File: config.mk
export PLATFORM = sky130hd
export DESIGN_NAME = width_adapt_fifo
export DESIGN_NICKNAME = d
export VERILOG_FILES = /design/src/rtl/wafifo_pkg.sv /design/src/rtl/wafifo_store.sv /design/src/rtl/wafifo_ptrs.sv /design/src/rtl/wafifo_sizer.sv /design/src/rtl/wafifo_slicer.sv /design/src/rtl/width_adapt_fifo.sv
export SDC_FILE = /design/constraint.sdc
export NUM_CORES = 1
export LEC_CHECK = 0
export BUFFER_PORTS_ARGS = -buffer_cell sky130_fd_sc_hd__buf_2
export CORE_ASPECT_RATIO = 0.9
export CORE_UTILIZATION = 55
export CTS_BUF_LIST = sky130_fd_sc_hd__clkbuf_16
export DETAILED_ROUTE_END_ITERATION = 6
export MAX_ROUTING_LAYER = met4
export PLACE_DENSITY = 0.82
export REMOVE_ABC_BUFFERS = 1
export SLEW_MARGIN = 20
export SYNTH_ARGS = -nofsm -noshare
export SYNTH_HDL_FRONTEND = slang
export SYNTH_SLANG_ARGS = --single-unit
File: constraint.sdc
create_clock -name clk -period 6.3 [get_ports clk]
set_clock_uncertainty 0.1 [all_clocks]
set_input_delay 0.63 -clock clk [delete_from_list [all_inputs] [get_ports clk]]
set_output_delay 0.63 -clock clk [all_outputs]
set_load 0.005 [all_outputs]
File: src/rtl/wafifo_pkg.sv
package wafifo_pkg;

  localparam int WORD_W = 36;
  localparam int LANES  = 4;
  localparam int LANE_W = WORD_W / LANES;
  localparam int HALF_W = WORD_W / 2;

  typedef logic [1:0] size_code_t;

  localparam size_code_t SZ_LANE = 2'b00;
  localparam size_code_t SZ_HALF = 2'b01;
  localparam size_code_t SZ_WORD = 2'b10;
  localparam size_code_t SZ_RSVD = 2'b11;

  // Legal codes are the three defined widths.
  function automatic logic code_ok(input size_code_t c);
    return c != SZ_RSVD;
  endfunction

  // Index of the final piece of a word for a given width.
  function automatic logic [1:0] last_piece(input size_code_t c);
    case (c)
      SZ_LANE: return 2'd3;
      SZ_HALF: return 2'd1;
      default: return 2'd0;
    endcase
  endfunction

  // Select piece idx of word w for width c, zero-extended to WORD_W.
  function automatic logic [WORD_W-1:0] piece_of(input logic [WORD_W-1:0] w,
                                                 input size_code_t c,
                                                 input logic [1:0] idx);
    logic [WORD_W-1:0] r;
    r = '0;
    case (c)
      SZ_LANE: r[LANE_W-1:0] = w[int'(idx)*LANE_W +: LANE_W];
      SZ_HALF: r[HALF_W-1:0] = w[int'(idx[0])*HALF_W +: HALF_W];
      default: r = w;
    endcase
    return r;
  endfunction

endpackage

File: src/rtl/wafifo_store.sv
module wafifo_store
  import wafifo_pkg::*;
#(
  parameter int DEPTH = 8,
  localparam int AW = (DEPTH > 1) ? $clog2(DEPTH) : 1
) (
  input  logic              clk,
  input  logic              we,
  input  logic [AW-1:0]     waddr,
  input  logic [WORD_W-1:0] wdata,
  input  logic [AW-1:0]     raddr,
  output logic [WORD_W-1:0] rdata
);

  logic [WORD_W-1:0] cells [DEPTH];

  always_ff @(posedge clk) begin
    if (we) cells[waddr] <= wdata;
  end

  assign rdata = cells[raddr];

endmodule

File: src/rtl/wafifo_ptrs.sv
module wafifo_ptrs #(
  parameter int DEPTH = 8,
  localparam int AW = (DEPTH > 1) ? $clog2(DEPTH) : 1,
  localparam int LW = $clog2(DEPTH + 1)
) (
  input  logic          clk,
  input  logic          rst_n,
  input  logic          push,
  input  logic          pop,
  output logic [AW-1:0] wptr,
  output logic [AW-1:0] rptr,
  output logic [LW-1:0] level,
  output logic          full,
  output logic          empty
);

  localparam logic [AW-1:0] LAST = AW'(DEPTH - 1);
  localparam logic [LW-1:0] CAP  = LW'(DEPTH);

  function automatic logic [AW-1:0] step(input logic [AW-1:0] p);
    return (p == LAST) ? '0 : p + AW'(1);
  endfunction

  always_ff @(posedge clk) begin
    if (!rst_n) begin
      wptr  <= '0;
      rptr  <= '0;
      level <= '0;
    end else begin
      if (push) wptr <= step(wptr);
      if (pop)  rptr <= step(rptr);
      case ({push, pop})
        2'b10:   level <= level + LW'(1);
        2'b01:   level <= level - LW'(1);
        default: level <= level;
      endcase
    end
  end

  assign full  = (level == CAP);
  assign empty = (level == '0);

endmodule

File: src/rtl/wafifo_sizer.sv
module wafifo_sizer
  import wafifo_pkg::*;
(
  input  logic       clk,
  input  logic       rst_n,
  input  size_code_t size_sel,
  input  logic       busy,
  output size_code_t sel_q,
  output size_code_t active,
  output logic       take
);

  logic confirmed;

  // The code must equal its registered copy from the previous edge.
  assign confirmed = (size_sel == sel_q) && code_ok(size_sel);
  assign take      = confirmed && !busy && (size_sel != active);

  always_ff @(posedge clk) begin
    if (!rst_n) begin
      sel_q  <= SZ_WORD;
      active <= SZ_WORD;
    end else begin
      sel_q <= size_sel;
      if (take) active <= size_sel;
    end
  end

endmodule

File: src/rtl/wafifo_slicer.sv
module wafifo_slicer
  import wafifo_pkg::*;
(
  input  logic              clk,
  input  logic              rst_n,
  input  size_code_t        active,
  input  logic              rd_fire,
  input  logic [WORD_W-1:0] head,
  output logic [1:0]        sub_idx,
  output logic              sub_last,
  output logic [WORD_W-1:0] piece
);

  assign sub_last = (sub_idx == last_piece(active));
  assign piece    = piece_of(head, active, sub_idx);

  always_ff @(posedge clk) begin
    if (!rst_n) begin
      sub_idx <= '0;
    end else if (rd_fire) begin
      sub_idx <= sub_last ? 2'd0 : sub_idx + 2'd1;
    end
  end

endmodule

File: src/rtl/width_adapt_fifo.sv
module width_adapt_fifo
  import wafifo_pkg::*;
#(
  parameter int DEPTH = 8
) (
  input  logic        clk,
  input  logic        rst_n,
  input  logic        wr_en,
  input  logic [35:0] wr_data,
  output logic        full,
  output logic        overflow,
  input  logic        rd_en,
  output logic [35:0] rd_data,
  output logic        empty,
  output logic        underflow,
  input  logic [1:0]  size_sel,
  output logic [1:0]  cur_size
);

  localparam int AW = (DEPTH > 1) ? $clog2(DEPTH) : 1;
  localparam int LW = $clog2(DEPTH + 1);

  // Named internal events, visible to the bound checker.
  logic              push;
  logic              rd_fire;
  logic              word_pop;
  logic              busy;
  logic              take;
  logic              sub_last;
  logic [1:0]        sub_idx;
  logic [AW-1:0]     wptr;
  logic [AW-1:0]     rptr;
  logic [LW-1:0]     level;
  logic [WORD_W-1:0] head;
  size_code_t        sel_q;
  size_code_t        active;

  assign push     = wr_en && !full;
  assign rd_fire  = rd_en && !empty;
  assign word_pop = rd_fire && sub_last;
  assign busy     = (sub_idx != 2'd0) || rd_fire;
  assign cur_size = active;

  wafifo_store #(.DEPTH(DEPTH)) u_store (
    .clk   (clk),
    .we    (push),
    .waddr (wptr),
    .wdata (wr_data),
    .raddr (rptr),
    .rdata (head)
  );

  wafifo_ptrs #(.DEPTH(DEPTH)) u_ptrs (
    .clk   (clk),
    .rst_n (rst_n),
    .push  (push),
    .pop   (word_pop),
    .wptr  (wptr),
    .rptr  (rptr),
    .level (level),
    .full  (full),
    .empty (empty)
  );

  wafifo_sizer u_sizer (
    .clk      (clk),
    .rst_n    (rst_n),
    .size_sel (size_sel),
    .busy     (busy),
    .sel_q    (sel_q),
    .active   (active),
    .take     (take)
  );

  wafifo_slicer u_slicer (
    .clk      (clk),
    .rst_n    (rst_n),
    .active   (active),
    .rd_fire  (rd_fire),
    .head     (head),
    .sub_idx  (sub_idx),
    .sub_last (sub_last),
    .piece    (rd_data)
  );

  always_ff @(posedge clk) begin
    if (!rst_n) begin
      overflow  <= 1'b0;
      underflow <= 1'b0;
    end else begin
      overflow  <= wr_en && full;
      underflow <= rd_en && empty;
    end
  end

endmodule

==> flow_results.xml <==
<?xml version="1.0" encoding="UTF-8"?>
<metrics>
  <group name="setup_path">
    <metric name="cp.arrival" unit="ns">3.45</metric>
    <metric name="cells_along_the_critical_path" unit="">buf_4, mux4_2, o21ai_0, o22ai_1, a211o_1, buf_2</metric>
    <metric name="cp-start-kind" unit="">flop</metric>
    <metric name="crit_path_max_incr_delay" unit="ns">0.99</metric>
    <metric name="timing.critical_path.fanout_max" unit="">31</metric>
    <metric name="reg2reg_setup_slack" unit="ns">2.71</metric>
    <metric name="cp_data_required_time" unit="ns">5.57</metric>
    <metric name="timing.setup.critical_path_class" unit="">flop to output port</metric>
    <metric name="end_kind" unit="">output port</metric>
    <metric name="critical_path_top_delay_cell" unit="">sky130_fd_sc_hd__dfxtp_2</metric>
  </group>
  <group name="power_and_ir_drop">
    <metric name="cell_leakage_power" unit="nW">4.70</metric>
    <metric name="power_per_cell_area" unit="nW/um^2">367</metric>
    <metric name="worst_ir_drop_vdd" unit="V">0.000274</metric>
    <metric name="finalPower" unit="mW">5.13</metric>
  </group>
  <group name="global_route">
    <metric name="vias_in_the_first_global_route" unit="">6802</metric>
    <metric name="first_pass_grt_wire_length" unit="mm">39.6</metric>
    <metric name="grt_usage" unit="%">24.3</metric>
    <metric name="grt_max_degree" unit="">70</metric>
    <metric name="overflow" unit="">0</metric>
    <metric name="initial_antenna_violation_count" unit="">2</metric>
  </group>
  <group name="floorplanning">
    <metric name="rows" unit="">51</metric>
    <metric name="dieWidth" unit="um">160</metric>
    <metric name="total_core_area" unit="um^2">21800</metric>
    <metric name="top_level_ports" unit="">84</metric>
    <metric name="design.die.area" unit="um^2">23000</metric>
    <metric name="dieHeight" unit="um">144</metric>
    <metric name="floorplan.initialDensity" unit="%">56.6</metric>
  </group>
  <group name="timing">
    <metric name="finalSetupViolCount" unit="">0</metric>
    <metric name="post_layout_minimum_cycle_time" unit="ns">4.18</metric>
    <metric name="fmax" unit="MHz">239</metric>
    <metric name="max_slew.worst_pin.slew" unit="ns">1.00</metric>
    <metric name="rsz0062_at_grt" unit="">false</metric>
    <metric name="timing.setup.tns" unit="ns">0</metric>
    <metric name="report.final.hold_viol_count" unit="">0</metric>
    <metric name="timing.final.max_slew_violations" unit="">0</metric>
    <metric name="timing.final.crit_share" unit="%">66.4</metric>
    <metric name="slew-limit-headroom" unit="%">33.2</metric>
  </group>
  <group name="clocking">
    <metric name="post_cts.resized_instances" unit="">0</metric>
    <metric name="root_buffer_selected_by_cts" unit="">sky130_fd_sc_hd__clkbuf_16</metric>
    <metric name="cts_max_path_buffers" unit="">3</metric>
    <metric name="tritoncts" unit="">built</metric>
    <metric name="post_cts_buffers" unit="">0</metric>
    <metric name="cts_made_buffers" unit="">29</metric>
    <metric name="clk_pin_slew_worst_paths" unit="ns">0.06</metric>
    <metric name="cts_sinks" unit="">309</metric>
    <metric name="clk_latency" unit="ns">0.53</metric>
    <metric name="cts_hold_buffers" unit="">0</metric>
    <metric name="cts_htree_levels" unit="">1</metric>
  </group>
  <group name="synthesis">
    <metric name="largest_family_of_logic_cells_by_synthesized_area" unit="">multiplexers</metric>
    <metric name="post_synth_inst_count" unit="">629</metric>
    <metric name="synth.cell_area" unit="um^2">12300</metric>
    <metric name="synth_most_common_cell" unit="">sky130_fd_sc_hd__edfxtp_1</metric>
    <metric name="async_flop_share" unit="%">0</metric>
    <metric name="synth_simple_gate_area_share" unit="%">4.00</metric>
    <metric name="synth_top_cell_by_area" unit="">sky130_fd_sc_hd__edfxtp_1</metric>
    <metric name="synth-seq-cells" unit="">309</metric>
    <metric name="yosysWarningCount" unit="">0</metric>
    <metric name="synth_fa_ha_area_share" unit="%">0.811</metric>
    <metric name="yosys-top-cells-area" unit="">sky130_fd_sc_hd__edfxtp_1 70%, sky130_fd_sc_hd__mux4_2 13%, sky130_fd_sc_hd__dfxtp_1 3.4%, sky130_fd_sc_hd__mux2i_1 3.1%, sky130_fd_sc_hd__nor2_1 1.1%</metric>
    <metric name="synth.distinct_cells" unit="">45</metric>
    <metric name="synth-edff-count" unit="">288</metric>
    <metric name="synth_compound_area_share" unit="%">3.17</metric>
    <metric name="synth_xor_xnor_area_share" unit="%">0.355</metric>
    <metric name="muxShareOfSynthArea" unit="%">16.4</metric>
    <metric name="part_of_the_yosys_area_used_for_sequential_elements" unit="%">73.5</metric>
    <metric name="post_synth_most_frequent_cells" unit="">288 x sky130_fd_sc_hd__edfxtp_1, 69 x sky130_fd_sc_hd__mux4_2, 38 x sky130_fd_sc_hd__mux2i_1</metric>
    <metric name="synth.avg_cell_area" unit="um^2">19.6</metric>
    <metric name="synth_top_flop_cell" unit="">sky130_fd_sc_hd__edfxtp_1</metric>
    <metric name="netlist.area_leader.share" unit="%">70.1</metric>
  </group>
  <group name="cells_and_area">
    <metric name="share_of_cells_above_drive_strength_1" unit="%">30.8</metric>
    <metric name="num-nets-final" unit="">777</metric>
    <metric name="sequential_cell_area" unit="um^2">9070</metric>
    <metric name="syn_to_final_growth" unit="%">13.5</metric>
    <metric name="utilization" unit="%">64.2</metric>
    <metric name="n_fill_cell" unit="">1456</metric>
    <metric name="multi_input_comb_area" unit="um^2">3100</metric>
  </group>
  <group name="placed_design">
    <metric name="dp_hpwl" unit="mm">15.1</metric>
    <metric name="place.gp.congestion" unit="">0.821</metric>
    <metric name="port-buffer-count" unit="">83</metric>
  </group>
  <group name="route">
    <metric name="post-route-drc-count" unit="">0</metric>
    <metric name="drt_iter0_markers" unit="">578</metric>
    <metric name="route.antenna.remaining_nets" unit="">0</metric>
    <metric name="dr.pass1.iters" unit="">6</metric>
    <metric name="post_drt_via_cell_ratio" unit="">6.27</metric>
    <metric name="drt-wirelength-per-cell" unit="um">25.3</metric>
    <metric name="finalWirelength" unit="mm">26.4</metric>
    <metric name="total_via_count_after_detailed_routing" unit="">6542</metric>
  </group>
  <group name="run_status">
    <metric name="outcome" unit="">complete, no violations</metric>
  </group>
  <group name="run">
    <metric name="drv.max_cap_violation_count" unit="">0</metric>
  </group>
  <group name="min_path">
    <metric name="timing.hold.worst.class" unit="">input pin to flop</metric>
  </group>
</metrics>
-- state kept, by name, indices dropped and copies added (netlist names), named ones only --
register,flops
u_ptrs.wptr,3
underflow,1
u_slicer.sub_idx,2
u_ptrs.level,4
u_ptrs.rptr,3
u_sizer.sel_q,2
u_store.cells,288
u_sizer.active,2
overflow,1
-- final timing paths --
kind	start	endpoint	depth (start not counted)
setup / recovery	flop	rd_data[5]	6
hold reg to reg	u_ptrs.rptr[0]	flop	2
setup reg to reg	u_sizer.active[1]	u_ptrs.level[2]	11
hold / removal	wr_data[2]	u_store.cells[4][2]	1
-- area by class of cell --
cell class	instances	area share, %
multi-input cells	283	22.2
well taps	291	2.60
clock buffers	32	5.72
repair buffers	96	3.75
inverters	8	0.214
diodes	3	0.0536
flip-flops and latches	309	64.8
clock inverters	22	0.697
-- report_power, final --
| group | total [mW] | switching (mW) | leakage (nW) | internal, mW |
|---|---|---|---|---|
| clock | 1.61 | 0.702 | 0.482 | 0.908 |
| sequential | 2.47 | 0.123 | 2.79 | 2.35 |
| combinational | 1.05 | 0.536 | 1.43 | 0.517 |
| total | 5.13 | 1.36 | 4.70 | 3.77 |
-- through the flow --
step | instance area, um^2 | hold slack (ns) | instances | setup slack, ns
finish | 14000 | 0.249 | 1044 | 2.12
global route | 14000 | 0.231 | 1043 | 1.89
CTS | 14000 | 0.219 | 1040 | 2.05
detailed placement | 13100 | 0.384 | 986 | 2.62
global placement | 13100 | 0.374 | 986 | 2.75
floorplan | 12200 | 0.360 | 600 | 1.36
-- per-layer routing --
metal / vias up / global-route usage, % / share of wire [%]
met2: 345 / 42.1 / 51
met1: 3366 / 30.0 / 38
met4: 0 / 6.02 / 1.9
li1: 2776 / - / -
met5: - / - / 0
met3: 55 / 4.65 / 8.5
-- worst max-delay path, delay by kind of cell (launching register included) --
family / cells / cell delay, ns
flops: 1 / 0.99
buf+inv: 2 / 0.65
compound gates: 3 / 0.89
mux: 1 / 0.37
-- placed cells by master, fill, tap and decap left out, types with 7 or more instances in the layout --
cell type | Yosys | layout
sky130_fd_sc_hd__a211o_1 | 7 | 7
sky130_fd_sc_hd__a21oi_1 | 8 | 8
sky130_fd_sc_hd__buf_2 | 13 | 83
sky130_fd_sc_hd__buf_4 | 5 | 12
sky130_fd_sc_hd__clkbuf_16 | 0 | 32
sky130_fd_sc_hd__dfxtp_1 | 21 | 18
sky130_fd_sc_hd__edfxtp_1 | 288 | 288
sky130_fd_sc_hd__ha_1 | 8 | 8
sky130_fd_sc_hd__inv_1 | 7 | 15
sky130_fd_sc_hd__mux2_2 | 8 | 8
sky130_fd_sc_hd__mux2i_1 | 38 | 38
sky130_fd_sc_hd__mux4_2 | 69 | 69
sky130_fd_sc_hd__nand2_1 | 21 | 21
sky130_fd_sc_hd__nor2_1 | 36 | 33
sky130_fd_sc_hd__nor2b_1 | 9 | 9
sky130_fd_sc_hd__o211ai_1 | 8 | 8
sky130_fd_sc_hd__o21ai_0 | 8 | 8
sky130_fd_sc_hd__o22ai_1 | 10 | 10
-- cells by family after synthesis --
logic type,after synthesis
AOI/OAI and AO/OA,56
xor gates and xnor gates,5
and+or+nand+nor,99
adders and majority gates,8
DFF,309
muxes,115
buffers and inverters,37
No activity file was read; power rests on OpenSTA's default activity.
